==> src/rtl/fp_nan_pkg.sv <==
package fp_nan_pkg;
  localparam int unsigned DATA_W    = 64;
  localparam int unsigned SP_EXP_W  = 8;
  localparam int unsigned SP_FRAC_W = 23;
  localparam int unsigned DP_EXP_W  = 11;
  localparam int unsigned DP_FRAC_W = 52;
  localparam int unsigned SP_W      = 1 + SP_EXP_W + SP_FRAC_W;
  localparam int unsigned STS_W     = 32;

  localparam logic [DATA_W-1:0] DEF_NAN_SP = {{(DATA_W-SP_W){1'b0}}, 1'b0,
                                              {SP_EXP_W{1'b1}}, 1'b1, {(SP_FRAC_W-1){1'b0}}};
  localparam logic [DATA_W-1:0] DEF_NAN_DP = {1'b0, {DP_EXP_W{1'b1}}, 1'b1,
                                              {(DP_FRAC_W-1){1'b0}}};

  typedef struct packed {
    logic is_nan;
    logic is_snan;
  } nan_cls_t;
endpackage

==> src/rtl/fp_nan_class.sv <==
module fp_nan_class #(
  parameter int unsigned EXP_W  = 8,
  parameter int unsigned FRAC_W = 23,
  localparam int unsigned W     = 1 + EXP_W + FRAC_W
) (
  input  logic [W-1:0]         val_i,
  output fp_nan_pkg::nan_cls_t cls_o
);
  logic [EXP_W-1:0]  exp_f;
  logic [FRAC_W-1:0] frac_f;

  assign exp_f  = val_i[W-2 -: EXP_W];
  assign frac_f = val_i[FRAC_W-1:0];

  always_comb begin
    cls_o.is_nan  = (&exp_f) && (|frac_f);
    cls_o.is_snan = cls_o.is_nan && !frac_f[FRAC_W-1];
  end
endmodule

==> src/rtl/fp_nan_flag.sv <==
module fp_nan_flag (
  input  logic clk_i,
  input  logic rst_ni,
  input  logic set_i,
  input  logic we_i,
  input  logic wdata_i,
  output logic flag_o
);
  always_ff @(posedge clk_i or negedge rst_ni) begin
    if (!rst_ni)     flag_o <= 1'b0;
    else if (set_i)  flag_o <= 1'b1;   // set beats software write
    else if (we_i)   flag_o <= wdata_i;
  end


  sticky_hold_chk: assert property (@(posedge clk_i) disable iff (!rst_ni)
    flag_o && !(we_i && !wdata_i) |=> flag_o);

  set_wins_chk: assert property (@(posedge clk_i) disable iff (!rst_ni)
    set_i |=> flag_o);
endmodule

==> src/rtl/fp_nan_screen.sv <==
module fp_nan_screen
  import fp_nan_pkg::*;
#(
  parameter int unsigned N_SRC = 2
) (
  input  logic              clk_i,
  input  logic              rst_ni,
  input  logic              valid_i,
  input  logic              dbl_i,
  input  logic              xfer_i,
  input  logic              b_en_i,
  input  logic [DATA_W-1:0] op_a_i,
  input  logic [DATA_W-1:0] op_b_i,
  input  logic [DATA_W-1:0] res_i,
  input  logic              sts_we_i,
  input  logic [STS_W-1:0]  sts_wdata_i,
  output logic              out_valid_o,
  output logic [DATA_W-1:0] res_o,
  output logic              inv_o,
  output logic [STS_W-1:0]  sts_o
);
  logic [N_SRC-1:0][DATA_W-1:0] src;
  logic [N_SRC-1:0]             src_en;
  nan_cls_t [N_SRC-1:0]         cls_sp, cls_dp, cls;

  assign src    = {op_b_i, op_a_i};
  assign src_en = {b_en_i, 1'b1};

  for (genvar i = 0; i < N_SRC; i++) begin : g_src
    fp_nan_class #(.EXP_W(SP_EXP_W), .FRAC_W(SP_FRAC_W)) u_sp (
      .val_i (src[i][SP_W-1:0]),
      .cls_o (cls_sp[i])
    );
    fp_nan_class #(.EXP_W(DP_EXP_W), .FRAC_W(DP_FRAC_W)) u_dp (
      .val_i (src[i]),
      .cls_o (cls_dp[i])
    );
    assign cls[i] = dbl_i ? cls_dp[i] : cls_sp[i];
  end

  logic any_nan, any_snan, set_inv, subst;
  logic [DATA_W-1:0] res_d;

  function automatic logic [DATA_W-1:0] fit(input logic dbl, input logic [DATA_W-1:0] v);
    return dbl ? v : {{(DATA_W-SP_W){1'b0}}, v[SP_W-1:0]};
  endfunction

  always_comb begin
    any_nan  = 1'b0;
    any_snan = 1'b0;
    for (int i = 0; i < N_SRC; i++) begin
      any_nan  |= src_en[i] && cls[i].is_nan;
      any_snan |= src_en[i] && cls[i].is_snan;
    end
    subst   = !xfer_i && any_nan;
    set_inv = valid_i && !xfer_i && any_snan;
    if (xfer_i)     res_d = fit(dbl_i, op_a_i);
    else if (subst) res_d = dbl_i ? DEF_NAN_DP : DEF_NAN_SP;
    else            res_d = fit(dbl_i, res_i);
  end

  always_ff @(posedge clk_i or negedge rst_ni) begin
    if (!rst_ni) begin
      out_valid_o <= 1'b0;
      inv_o       <= 1'b0;
      res_o       <= '0;
    end else begin
      out_valid_o <= valid_i;
      inv_o       <= set_inv;
      if (valid_i) res_o <= res_d;
    end
  end

  logic flag;
  fp_nan_flag u_flag (
    .clk_i   (clk_i),
    .rst_ni  (rst_ni),
    .set_i   (set_inv),
    .we_i    (sts_we_i),
    .wdata_i (sts_wdata_i[0]),
    .flag_o  (flag)
  );
  assign sts_o = {{(STS_W-1){1'b0}}, flag};


  strobe_lat_chk: assert property (@(posedge clk_i) disable iff (!rst_ni)
    valid_i |=> out_valid_o);

  flag_vis_chk: assert property (@(posedge clk_i) disable iff (!rst_ni)
    inv_o |-> out_valid_o && sts_o[0]);

  inv_dnan_chk: assert property (@(posedge clk_i) disable iff (!rst_ni)
    inv_o |-> (res_o == DEF_NAN_SP) || (res_o == DEF_NAN_DP));

  xfer_quiet_chk: assert property (@(posedge clk_i) disable iff (!rst_ni)
    valid_i && xfer_i |=> !inv_o);
endmodule

==> config.mk <==
export PLATFORM = sky130hd
export DESIGN_NAME = fp_nan_screen
export DESIGN_NICKNAME = d
export VERILOG_FILES = /design/src/rtl/fp_nan_pkg.sv /design/src/rtl/fp_nan_class.sv /design/src/rtl/fp_nan_flag.sv /design/src/rtl/fp_nan_screen.sv
export SDC_FILE = /design/constraint.sdc
export NUM_CORES = 1
export LEC_CHECK = 0
export BUFFER_PORTS_ARGS = -buffer_cell sky130_fd_sc_hd__buf_2
export CAP_MARGIN = 20
export CORE_AREA = 3 3 128 130
export CTS_CLUSTER_SIZE = 16
export DETAILED_ROUTE_END_ITERATION = 6
export DIE_AREA = 0 0 131 133
export SYNTH_ARGS = -nofsm -noshare
export SYNTH_HDL_FRONTEND = slang
export SYNTH_SLANG_ARGS = --single-unit
==> constraint.sdc <==
create_clock -name clk_i -period 0.8 [get_ports clk_i]
set_input_delay 0.04 -clock clk_i [delete_from_list [all_inputs] [get_ports clk_i]]
set_output_delay 0.04 -clock clk_i [all_outputs]
set_load 0.03 [all_outputs]
After elaboration in Yosys (flattened, before gate mapping) --
Index checks and enable logic that the tools add are counted.
Operators by class: shift operators 0, reduce and logical (&&, ||, !) cells 27, equality and inequality tests 0, multiplexer cells 9, div/mod/pow operators 0, bitwise logic cells 2, $mul 0, add/subtract/negate cells 0, magnitude comparators 0
Operators by type and width (count):
- $mux 64 | 4
- $reduce_or 52->1 | 2
- $mux 63 | 1
- $reduce_or 23->1 | 2
- $reduce_and 11->1 | 2
- $reduce_and 8->1 | 2
- $logic_and 1x1->1 | 13
- $logic_not 1->1 | 5
- $mux 2 | 2
- $mux 1 | 2
- $or 1x1->1 | 2
- $reduce_bool 2->1 | 1
Word-level totals: input bits 231, latch bits 0, word-level logic and storage cells 42, bits in read-only memories 0, output and inout port bits 98, memories kept 0, bits in registers 67, memory bits (writable) 0

Longest topological paths before layout --
Gate-level depths: netlist (run 1).
word-level depth 9, mapped depth 9

By module --
Synthesis (run 1) repeated with hierarchy kept, for this count alone.
Unflattened totals: cell total of the unflattened synthesis 475, area total of the unflattened synthesis 4194.0 um2
By module, submodules not included:
- fp_nan_screen | instances 1, cells each 400, seq. area each 1651.6 um2, area each 3613.5 um2
- fp_nan_class (g_src[0].u_dp ...) | instances 2, cells each 24, seq. area each 0.0 um2, area each 178.9 um2
- fp_nan_class (g_src[0].u_sp ...) | instances 2, cells each 12, seq. area each 0.0 um2, area each 91.3 um2
- fp_nan_flag | instances 1, cells each 3, seq. area each 25.0 um2, area each 40.0 um2

Worst setup path after synthesis (run 1) --
OpenSTA, ideal clock, no wires.
path kind input to register, start input dbl_i, end register res_o[5], path slack -0.730 ns, cell stages on the path 9, buffers on the path 3, setup time 0.121 ns, arrival 1.409 ns, cell sequence buf_4 nand4_1 nor4_2 o21ai_1 a21oi_2 buf_6 buf_4 nor4b_1 o22a_1
Between the ends: longest elaborated chain between the ends 6, elaborated cells on any way between the ends 7, those cells by class mux (4); bitwise (1); reduce/logical (2)
Ends and longest elaborated chain:
- from (decl) | line fp_nan_screen.sv:9 | input logic dbl_i,
- $mux 2 | line fp_nan_screen.sv:38 | assign cls[i] = dbl_i ? cls_dp[i] : cls_sp[i];
- $logic_and 1x1->1 | line fp_nan_screen.sv:52 | any_nan |= src_en[i] && cls[i].is_nan;
- $or 1x1->1 * | line fp_nan_screen.sv:52
- $logic_and 1x1->1 * | line fp_nan_screen.sv:55 | subst = !xfer_i && any_nan;
- $mux 64 * | line fp_nan_screen.sv:58 | else if (subst) res_d = dbl_i ? DEF_NAN_DP : DEF_NAN_SP;
- $mux 64 * | line fp_nan_screen.sv:57 | if (xfer_i) res_d = fit(dbl_i, op_a_i);
- to (signal assigned) | line fp_nan_screen.sv:70 | if (valid_i) res_o <= res_d;
- to (decl) | line fp_nan_screen.sv:18 | output logic [DATA_W-1:0] res_o,
Every way passes the cells marked *; elsewhere a longest branch is shown, timed or not. A chain may end at the register's enable or synchronous reset.

Worst setup path after layout (run 1) --
start input op_a_i[24], end register res_o[35]
Between the ends: longest elaborated chain between the ends 7, elaborated cells on any way between the ends 9, those cells by class mux (3); bitwise (1); reduce/logical (5)
Ends and longest elaborated chain:
- from (decl) | line fp_nan_screen.sv:12 | input logic [DATA_W-1:0] op_a_i,
- $reduce_or 52->1 or $reduce_and 8->1 (tied branches) | line fp_nan_class.sv:16 | cls_o.is_nan = (&exp_f) && (|frac_f);
- $logic_and 1x1->1 | line fp_nan_class.sv:16
- $mux 2 * | line fp_nan_screen.sv:38
- $or 1x1->1 * | line fp_nan_screen.sv:52
- $logic_and 1x1->1 * | line fp_nan_screen.sv:55
- $mux 64 * | line fp_nan_screen.sv:58
- $mux 64 * | line fp_nan_screen.sv:57
Marked as above.

==> results.ini, run 1 <==
[outcome]
status=finished, violations left
violations=negative hold slack, negative setup slack

[critical_path]
cp_cell_sequence=buf_8, buf_6, nand4_1, nor3b_4, a41oi_4, a41oi_4, nor4_4, buf_4, buf_6, a221o_1
crit_fanout=5
timing.rr.start=res_o[44]
rr_worst_depth=2
path_class=primary input to flip-flop
start_kind=primary input
cp.required_ns=1.01
worstSetupEndpointType=flip-flop
cpPeakStageDelay_ns=0.32
critical_path.slowest_cell=a221o_1
cp-startpoint=op_a_i[24]
arrival_ns=1.74

[synthesis]
yosysTopAreaCell=dfrtp_1
synth_most_common_cell=nand2_1
yosysWarnings=0
synth_area_mm2=0.00408
synthFlopType=dfrtp_1
syn_inst=431
async_reset_ff_share_pct=100
seq_area_frac_synth_pct=41.1
postSynthAreaPerCell_um2=9.48
synth_top_cells_by_area=dfrtp_1 (41%), nand2_1 (7.0%), buf_4 (6.3%)
synth.distinct_cells=36
synth_enable_flop_cells=0
synth-seq-cells=67
yosys-top-cells-count=nand2_1 (76), dfrtp_1 (67), nor4_1 (36)
synth_top_area_share_pct=41.1

[floorplanning]
rows=45
fp.dieH_um=133
start_util_pct=26.8
core-area_mm2=0.0153
num_io_pins=329
die_w_um=131
die-area_mm2=0.0174

[grt]
grt_pass1_wl_um=26700
grt_max_degree=53
grt_overflow=0
track_usage_pct=19.8
grt_pass1_vias=5018
antenna_found_initial=0

[clock_tree]
cts_hold_buf=41
numCtsBuffers=9
path_clk_slew_ns=0.06
clkSinkCount=67
cts_buffer_depth=2
cts_max_level=3
clk_latency_ns=0.33
cts_root_buffer=clkbuf_16
cts_tree=yes

[power]
p_per_area_mw_per_mm2=1570
max-vdd-ir-drop_uv=910
fin_total_pwr_w=0.0125
p_leak_nw=3.74

[timing]
period_needed_ns=1.53
finalSetupTns_ns=-50.82
whs_ns=-0.0117
setup_violations=133
skew_ns=0
slew_viol_final=0
timing.fmax_mhz=653
rsz0062_at_grt=true
final_hold_viol_count=1
finalCritPeriodShare_pct=191
worst_slack_ns=-0.732

[cells_and_area]
synthToLayoutAreaGrowth_pct=95.0
layout.nets=1048
layout-drive-gt1-share_pct=54.4
regArea_mm2=0.00168
final_cells=1033
multiInputGateArea_mm2=0.00245
diodes=0
nFillCells=1374

[routing]
routedWlPerCell_um=17.6
viasPerCell=4.81
vias=4965
drt_wl_total_um=18200
drc=0
firstDrtPassIters=4
drtAntennaViolNets=0
first_iter_violations=241

[run]
cap_violations=0

[hold_path]
hp-start=op_a_i[34]
worstHoldPathType=primary input to flip-flop
whs_path_depth=2

[placed_design]
io_buffer_count=265
hpwl_um=12800
gp_congestion=0.819
dp.cells=949
pre_cts_ws_ns=-1.26

[metrics by stage]
step / area (um^2) / utilization [%] / hold slack (ns)
finish: 7960 / 52.2 / -0.0117
global route: 7960 / 52.2 / -0.00680
CTS: 7670 / 50.3 / -0.0195
detailed placement: 6150 / 40.3 / -0.128
global placement: 6150 / 40.3 / -0.129
floorplan: 4310 / - / -0.256
[area by class of cell]
cell class | count | area share (%)
clock buffer | 11 | 3.17
clock inverter | 5 | 1.05
inverter | 13 | 0.613
multi-input combinational | 315 | 30.8
sequential | 67 | 21.1
tap | 211 | 3.32
timing repair buffer | 411 | 40.0
[timing repair]
| action | 4_1_cts | 5_1_grt |
|---|---|---|
| resized for setup | 192 | 24 |
| buffers inserted | 5 | 17 |
| pin swaps | 5 | 15 |
| endpoints found under the setup margin | 133 | 133 |
| gates cloned | 4 | 2 |
| endpoints found under the hold margin | 97 | 1 |
[routing by layer]
layer  part of all wire [%]  track usage [%]  up-vias  wire [um]
li1                       -                -     2323          -
met1                     38             22.5     2350       6970
met2                     52             34.5      248       9530
met3                    5.8             4.93       44       1060
met4                    3.6             8.51        0        648
met5                      0                0        -          0
[kinds of logic (layout without fill, tap and decap cells)]
logic type      Yosys count  in the layout  share of synthesized area, %
mux                       3              3                         0.735
other cells               1             31                        0.0918
compound gates           81             82                          16.8
buf+inv                  81            440                          12.0
flops                    67             67                          41.1
simple gates            198            199                          29.4
[where the power goes]
group	internal, W	switching (W)
sequential	0.00372	0.000261
combinational	0.00198	0.00204
clock	0.00291	0.00158
[registers in the layout (all words and copies together) (netlist names)]
register	count
u_flag.flag_o	1
inv_o	1
res_o	64
out_valid_o	1
[path summary, 6_finish.rpt]
path	to	slack, ns
setup / recovery	res_o[35]	-0.73
hold / removal	res_o[34]	-0.01
setup reg to reg	res_o[44]	-0.14
hold reg to reg	res_o[19]	0.52
max in group asynchronous	res_o[57]	0.24
min in group asynchronous	res_o[7]	0.08
[critical path: cells and delay by family]
kind | cells | cell delay, ns
buf+inv | 4 | 0.48
compound gates | 3 | 0.77
simple gates | 3 | 0.45
[placed cells by master, fill, tap and decap left out, drive strengths merged]
cell type    instances
and4                 1
nor3                 5
bufinv               2
inv                 14
and3                 1
a41oi                2
nand2b               1
buf                369
nor2b               32
nand4               13
nor2                 6
conb                31
o211ai               9
o21ai               14
clkbuf              12
dfrtp               67
o32ai               12
nand3                1
nor3b                1
or3                  2
dlygate4sd3         41
nand2               76
o22a                23
nor4b               23
nor4                37
a221o               20
a21oi                1
clkinvlp             2
mux2i                3
a22oi                1
Power figures use the tool's default switching activity.
==> run 2, diff against run 1 <==
--- a/config.mk
+++ b/config.mk
@@ -11,6 +11,7 @@
 export CTS_CLUSTER_SIZE = 16
 export DETAILED_ROUTE_END_ITERATION = 6
 export DIE_AREA = 0 0 131 133
+export RECOVER_POWER = 25
 export SYNTH_ARGS = -nofsm -noshare
 export SYNTH_HDL_FRONTEND = slang
 export SYNTH_SLANG_ARGS = --single-unit
==> results.ini, run 2 (synthesized netlist as in run 1, its figures left out) <==
[clock_tree]
clkSinkCount=67  ; unchanged
cts_buffer_depth=2  ; unchanged
cts_hold_buf=41  ; unchanged
cts_max_level=3  ; unchanged
cts_tree=yes
cts_root_buffer=clkbuf_16
numCtsBuffers=9  ; unchanged
clk_latency_ns=0.32  ; about the same
path_clk_slew_ns=0.06  ; about the same

[timing]
timing.fmax_mhz=652  ; -0.14%
setup_violations=169  ; +27%
finalCritPeriodShare_pct=192  ; +0.26 points
skew_ns=0  ; unchanged
rsz0062_at_grt=true
worst_slew_pin_slew_ns=0.609
whs_ns=-0.0120  ; -0.000309 ns
final_hold_viol_count=1  ; unchanged
worst_slack_ns=-0.734  ; -0.00210 ns
relSlewSlack_pct=59.4
slew_viol_final=0  ; unchanged
period_needed_ns=1.53  ; +0.00210 ns

[power]
p_per_area_mw_per_mm2=1570  ; about the same
p_sw_w=0.00387  ; -0.36%
p_comb_share_pct=32.2  ; about the same
power_frac_clock_pct=35.9  ; about the same
p_leak_nw=3.74  ; -0.19%
switching_share_pct=31.0  ; -0.065 points
seq_power_share_pct=31.9  ; about the same
p_int_w=0.00861  ; about the same
max-vdd-ir-drop_uv=909  ; -0.13%

[routing]
viasPerCell=4.80  ; -0.20%
vias=4955  ; -0.20%
routedWlPerCell_um=17.6  ; -0.16%
firstDrtPassIters=4  ; unchanged
drt_wl_total_um=18200  ; -0.16%
first_iter_violations=279  ; +16%
drc=0  ; unchanged
drtAntennaViolNets=0  ; unchanged

[critical_path]
start_kind=primary input
r2r_slack_ns=-0.16  ; -0.02 ns
cpPeakStageDelay_ns=0.32  ; about the same
rr_worst_depth=2  ; unchanged
path_class=primary input to flip-flop
arrival_ns=1.75  ; about the same
cp_cell_sequence=buf_8, buf_6, nand4_1, nor3b_4, a41oi_4, a41oi_4, nor4_4, buf_4, buf_6, a221o_1
crit_buf_inv=4  ; unchanged
timing.rr.end=res_o[32]
cp.required_ns=1.01  ; about the same
worstSetupEndpointType=flip-flop
timing.rr.start=res_o[32]
crit_family=compound AO/OA/AOI/OAI gates
critical_path.slowest_cell=a221o_1
crit_fanout=5  ; unchanged

[outcome]
violations=negative hold slack, negative setup slack
status=finished, violations left

[grt]
grt_max_degree=53  ; unchanged
grt_pass1_vias=5018  ; unchanged
grt_overflow=0  ; unchanged
track_usage_pct=19.8  ; unchanged
grt_pass1_wl_um=26700  ; unchanged
antenna_found_initial=0  ; unchanged

[cells_and_area]
synthToLayoutAreaGrowth_pct=94.8  ; about the same
layout-drive-gt1-share_pct=54.1  ; -0.24 points
final_cell_mix=buf_2 (180), buf_6 (89), buf_4 (89)
top_register=res_o
layout.nets=1048  ; unchanged
layout_commonest_cell=buf_2
final_cells=1033  ; unchanged
largest_register_ffs=64  ; unchanged
diodes=0  ; unchanged

[placed_design]
dp.cells=949  ; unchanged
hpwl_um=12800  ; unchanged
io_buffer_count=265  ; unchanged
gp_congestion=0.819  ; unchanged

[floorplanning]
rows=45  ; unchanged
num_io_pins=329  ; unchanged
start_util_pct=26.8  ; unchanged
die_w_um=131  ; unchanged
die-area_mm2=0.0174  ; unchanged
fp.dieH_um=133  ; unchanged
core-area_mm2=0.0153  ; unchanged

[run]
cap_violations=0  ; unchanged

[hold_path]
whs_path_depth=2  ; unchanged
hp-start=op_a_i[34]
worstHoldPathType=primary input to flip-flop
min_to=res_o[34]

==> run 2: cell types whose count changed in the layout (fill, tap and decap cells not counted) <==
cell and change:
buf_4 -2, clkbuf_1 +2
==> run 2: how the worst max path moves through the flow <==
| stage | startpoint | endpoint | slack (ns) | cells after the start |
|---|---|---|---|---|
| 2_1_floorplan | op_a_i[36] | res_o[25] | -0.61 | 8 |
| 3_3_place_gp | op_a_i[19] | res_o[26] | -1.28 | 6 |
| 3_5_place_dp | op_a_i[1] | res_o[28] | -1.26 | 7 |
| 6_report | op_a_i[24] | res_o[35] | -0.73 | 10 |
| 4_1_cts | op_a_i[56] | res_o[57] | -0.70 | 9 |
| 5_1_grt | op_a_i[44] | res_o[24] | -0.82 | 8 |
==> run 2: power groups by stage <==
| stage | combinational (W) | clock (W) | sequential, W |
|---|---|---|---|
| after floorplan | 0.00111 | 0 | 0.00460 |
| after global placement | 0.00311 | 0 | 0.00395 |
| after detailed placement | 0.00313 | 0 | 0.00395 |
| after CTS | 0.00385 | 0.00458 | 0.00398 |
| after global routing | 0.00427 | 0.00473 | 0.00402 |
| final | 0.00402 | 0.00448 | 0.00398 |
==> run 2: worst register-to-register path: cells and delay by family (launching register included) <==
family | cells | cell delay (ns)
flops | 1 | 0.40
compound gates | 1 | 0.29
simple gates | 1 | 0.15
==> run 2: per-stage QoR <==
stage | area [um^2] | total power (W) | util, % | setup TNS, ns | worst slack, ns
6_report | 7960 | 0.0125 | 52.1 | -52.47 | -0.734
5_1_grt | 7960 | 0.0130 | 52.1 | -66.93 | -0.819
3_3_place_gp | 6150 | 0.00706 | 40.3 | -79.23 | -1.28
3_5_place_dp | 6150 | 0.00707 | 40.3 | -76.64 | -1.26
2_1_floorplan | 4310 | 0.00571 | - | -36.98 | -0.609
4_1_cts | 7670 | 0.0124 | 50.3 | -49.43 | -0.701
==> run 2: cell type report <==
cell class | count | area, um^2
fillers | 1376 | 7300
repair buffers | 411 | 3180
multi-input cells | 315 | 2450
flip-flops and latches | 67 | 1680
well taps | 211 | 264
clock buffers | 11 | 253
clock inverters | 5 | 83.8
inverters | 13 | 48.8
==> run 2: timing repair <==
item / 4_1_cts / 5_1_grt
cloned: 4 / 2
setup buffers: 5 / 17
setup endpoints to repair: 133 / 133
resized for setup: 192 / 24
pin swaps: 5 / 15
endpoints found under the hold margin: 97 / 1
==> run 2: per-layer routing <==
metal  global-route usage, %  routed length, um  up-vias
li1                        -                  -     2324
met2                    34.5               9520      239
met5                       0                  0        -
met1                    22.5               6900     2346
met3                    4.93               1090       46
met4                    8.51                673        0
==> run 3, diff against run 2 <==
--- a/config.mk
+++ b/config.mk
@@ -7,10 +7,10 @@
 export LEC_CHECK = 0
 export BUFFER_PORTS_ARGS = -buffer_cell sky130_fd_sc_hd__buf_2
 export CAP_MARGIN = 20
-export CORE_AREA = 3 3 128 130
+export CORE_AREA = 2 2 127 129
 export CTS_CLUSTER_SIZE = 16
 export DETAILED_ROUTE_END_ITERATION = 6
-export DIE_AREA = 0 0 131 133
+export DIE_AREA = 0 0 129 131
 export RECOVER_POWER = 25
 export SYNTH_ARGS = -nofsm -noshare
 export SYNTH_HDL_FRONTEND = slang
==> results.ini, run 3 (synthesized netlist as in run 1, its figures left out) <==
[routing]
drtAntennaViolNets=0  ; unchanged
first_iter_violations=214  ; -23%
drc=0  ; unchanged
vias=4974  ; +0.38%
viasPerCell=4.80  ; about the same
routedWlPerCell_um=17.3  ; -1.4%
drt_wl_total_um=18000  ; -1.1%
firstDrtPassIters=5  ; +1

[outcome]
violations=negative hold slack, negative setup slack
status=finished, violations left

[placed_design]
hpwl_um=12100  ; -5.3%
gp_congestion=0.855  ; +4.4%
dp.cells=947  ; -0.21%
io_buffer_count=265  ; unchanged

[timing]
rsz0062_at_grt=true
period_needed_ns=1.56  ; +0.0259 ns
relSlewSlack_pct=62.6  ; +3.2 points
skew_ns=0  ; unchanged
slew_viol_final=0  ; unchanged
timing.fmax_mhz=641  ; -1.7%
worst_slack_ns=-0.760  ; -0.0259 ns
whs_ns=-0.00374  ; +0.00823 ns
worst_slew_pin_slew_ns=0.560  ; -0.0482 ns
finalSetupTns_ns=-50.80  ; +1.68 ns
finalCritPeriodShare_pct=195  ; +3.2 points
setup_violations=133  ; -21%
final_hold_viol_count=1  ; unchanged

[power]
max-vdd-ir-drop_uv=932  ; +2.5%
fin_total_pwr_w=0.0118  ; -5.6%
p_int_w=0.00787  ; -8.6%
p_per_area_mw_per_mm2=1450  ; -7.6%
power_frac_clock_pct=31.4  ; -4.5 points
p_sw_w=0.00391  ; +1.2%
p_comb_share_pct=34.8  ; +2.6 points
seq_power_share_pct=33.8  ; +1.9 points
p_leak_nw=3.79  ; +1.3%
switching_share_pct=33.2  ; +2.2 points

[run]
cap_violations=0  ; unchanged

[clock_tree]
clk_latency_ns=0.33  ; about the same
cts_tree=yes
cts_max_level=3  ; unchanged
path_clk_slew_ns=0.06  ; about the same
cts_root_buffer=clkbuf_16
numCtsBuffers=9  ; unchanged
clkSinkCount=67  ; unchanged
cts_buffer_depth=2  ; unchanged

[grt]
grt_overflow=0  ; unchanged
grt_pass1_wl_um=26400  ; -1.4%
grt_max_degree=45  ; -15%
track_usage_pct=20.3  ; +0.50 points
antenna_found_initial=1  ; +1
grt_pass1_vias=5122  ; +2.1%

[cells_and_area]
top_register=res_o
final_cell_mix=buf_2 (178), buf_6 (87), buf_4 (82)
final_cells=1036  ; +0.29%
layout_commonest_cell=buf_2
synthToLayoutAreaGrowth_pct=99.0
nFillCells=1414  ; +2.8%
largest_register_ffs=64  ; unchanged
layout-drive-gt1-share_pct=54.8  ; +0.69 points
layout.nets=1045  ; -0.29%

[floorplanning]
num_io_pins=329  ; unchanged
core-area_mm2=0.0156  ; +2.2%
fp.dieH_um=131  ; -1.5%
die_w_um=129  ; -1.5%
die-area_mm2=0.0169  ; -3.0%
start_util_pct=26.2  ; -0.58 points
rows=46  ; +2.2%

[critical_path]
path_class=primary input to flip-flop
crit_buf_inv=3  ; -1
cp_cell_sequence=buf_2, nor4_2, nand4_1, o21ai_4, a41oi_4, buf_12, nor4_4, buf_4, a221o_1
arrival_ns=1.83  ; +0.08 ns
r2r_slack_ns=-0.15  ; about the same
worstSetupEndpointType=flip-flop
critical_path.slowest_cell=nor4_4
cp.required_ns=1.08  ; +0.07 ns
start_kind=primary input
crit_family=simple AND/OR/NAND/NOR gates
crit_fanout=6  ; +1
cpPeakStageDelay_ns=0.30  ; -0.02 ns

[hold_path]
worstHoldPathType=primary input to flip-flop

run 3: cell types whose count changed in the layout (fill, tap and decap cells not counted), moves of 6 or more:
cell | before | now
nor4b_4 | 5 | 11
buf_12 | 6 | 15
buf_4 | 89 | 82
nor4b_2 | 18 | 12
run 3: per-stage QoR:
stage          utilization (%)  setup slack, ns  instance area [um^2]
2_1_floorplan                -           -0.609                  4310
4_1_cts                   49.6           -0.697                  7740
3_3_place_gp              39.4            -1.11                  6150
5_1_grt                   52.1           -0.791                  8130
3_5_place_dp              39.4            -1.19                  6150
6_report                  52.1           -0.760                  8130
run 3: what timing repair did:
action,4_1_cts,5_1_grt
setup endpoints to repair,133,133
buffers inserted,17,14
endpoints found under the hold margin,97,1
resized for setup,187,41
cloned,4,2
hold buffers,38,1
pin swaps,17,32
run 3: layout make-up:
cell class / instances / area (um^2) / share of cell area [%]
antenna: 1 / 2.50 / 0.0308
clock buffer: 10 / 229 / 2.82
clock inverter: 6 / 41.3 / 0.508
inverter: 13 / 48.8 / 0.600
multi-input combinational: 315 / 2560 / 31.5
sequential: 67 / 1680 / 20.6
tap: 216 / 270 / 3.33
timing repair buffer: 408 / 3300 / 40.5
run 3: worst paths after layout:
path	from	to	cells after the start
min in group asynchronous	rst_ni	res_o[9]	2
max reg2reg	res_o[40]	res_o[40]	2
max	op_a_i[48]	res_o[41]	9
min	op_a_i[36]	res_o[36]	2
max in group asynchronous	rst_ni	res_o[45]	3
min reg2reg	res_o[12]	res_o[12]	1
run 3: power by group through the flow:
stage	clock network, W	registers (W)	logic, W
floorplan	0	0.00460	0.00111
global placement	0	0.00394	0.00312
detailed placement	0	0.00394	0.00314
CTS	0.00379	0.00397	0.00387
global route	0.00394	0.00402	0.00435
finish	0.00370	0.00398	0.00410
run 3: layer usage:
| metal | share of wire (%) | track usage [%] | vias up |
|---|---|---|---|
| met1 | 39 | 23.5 | 2376 |
| met2 | 53 | 37.4 | 234 |
| met5 | 0 | 0 | - |
| met4 | 3.6 | 9.08 | 0 |
| li1 | - | - | 2317 |
| met3 | 4.6 | 2.52 | 47 |
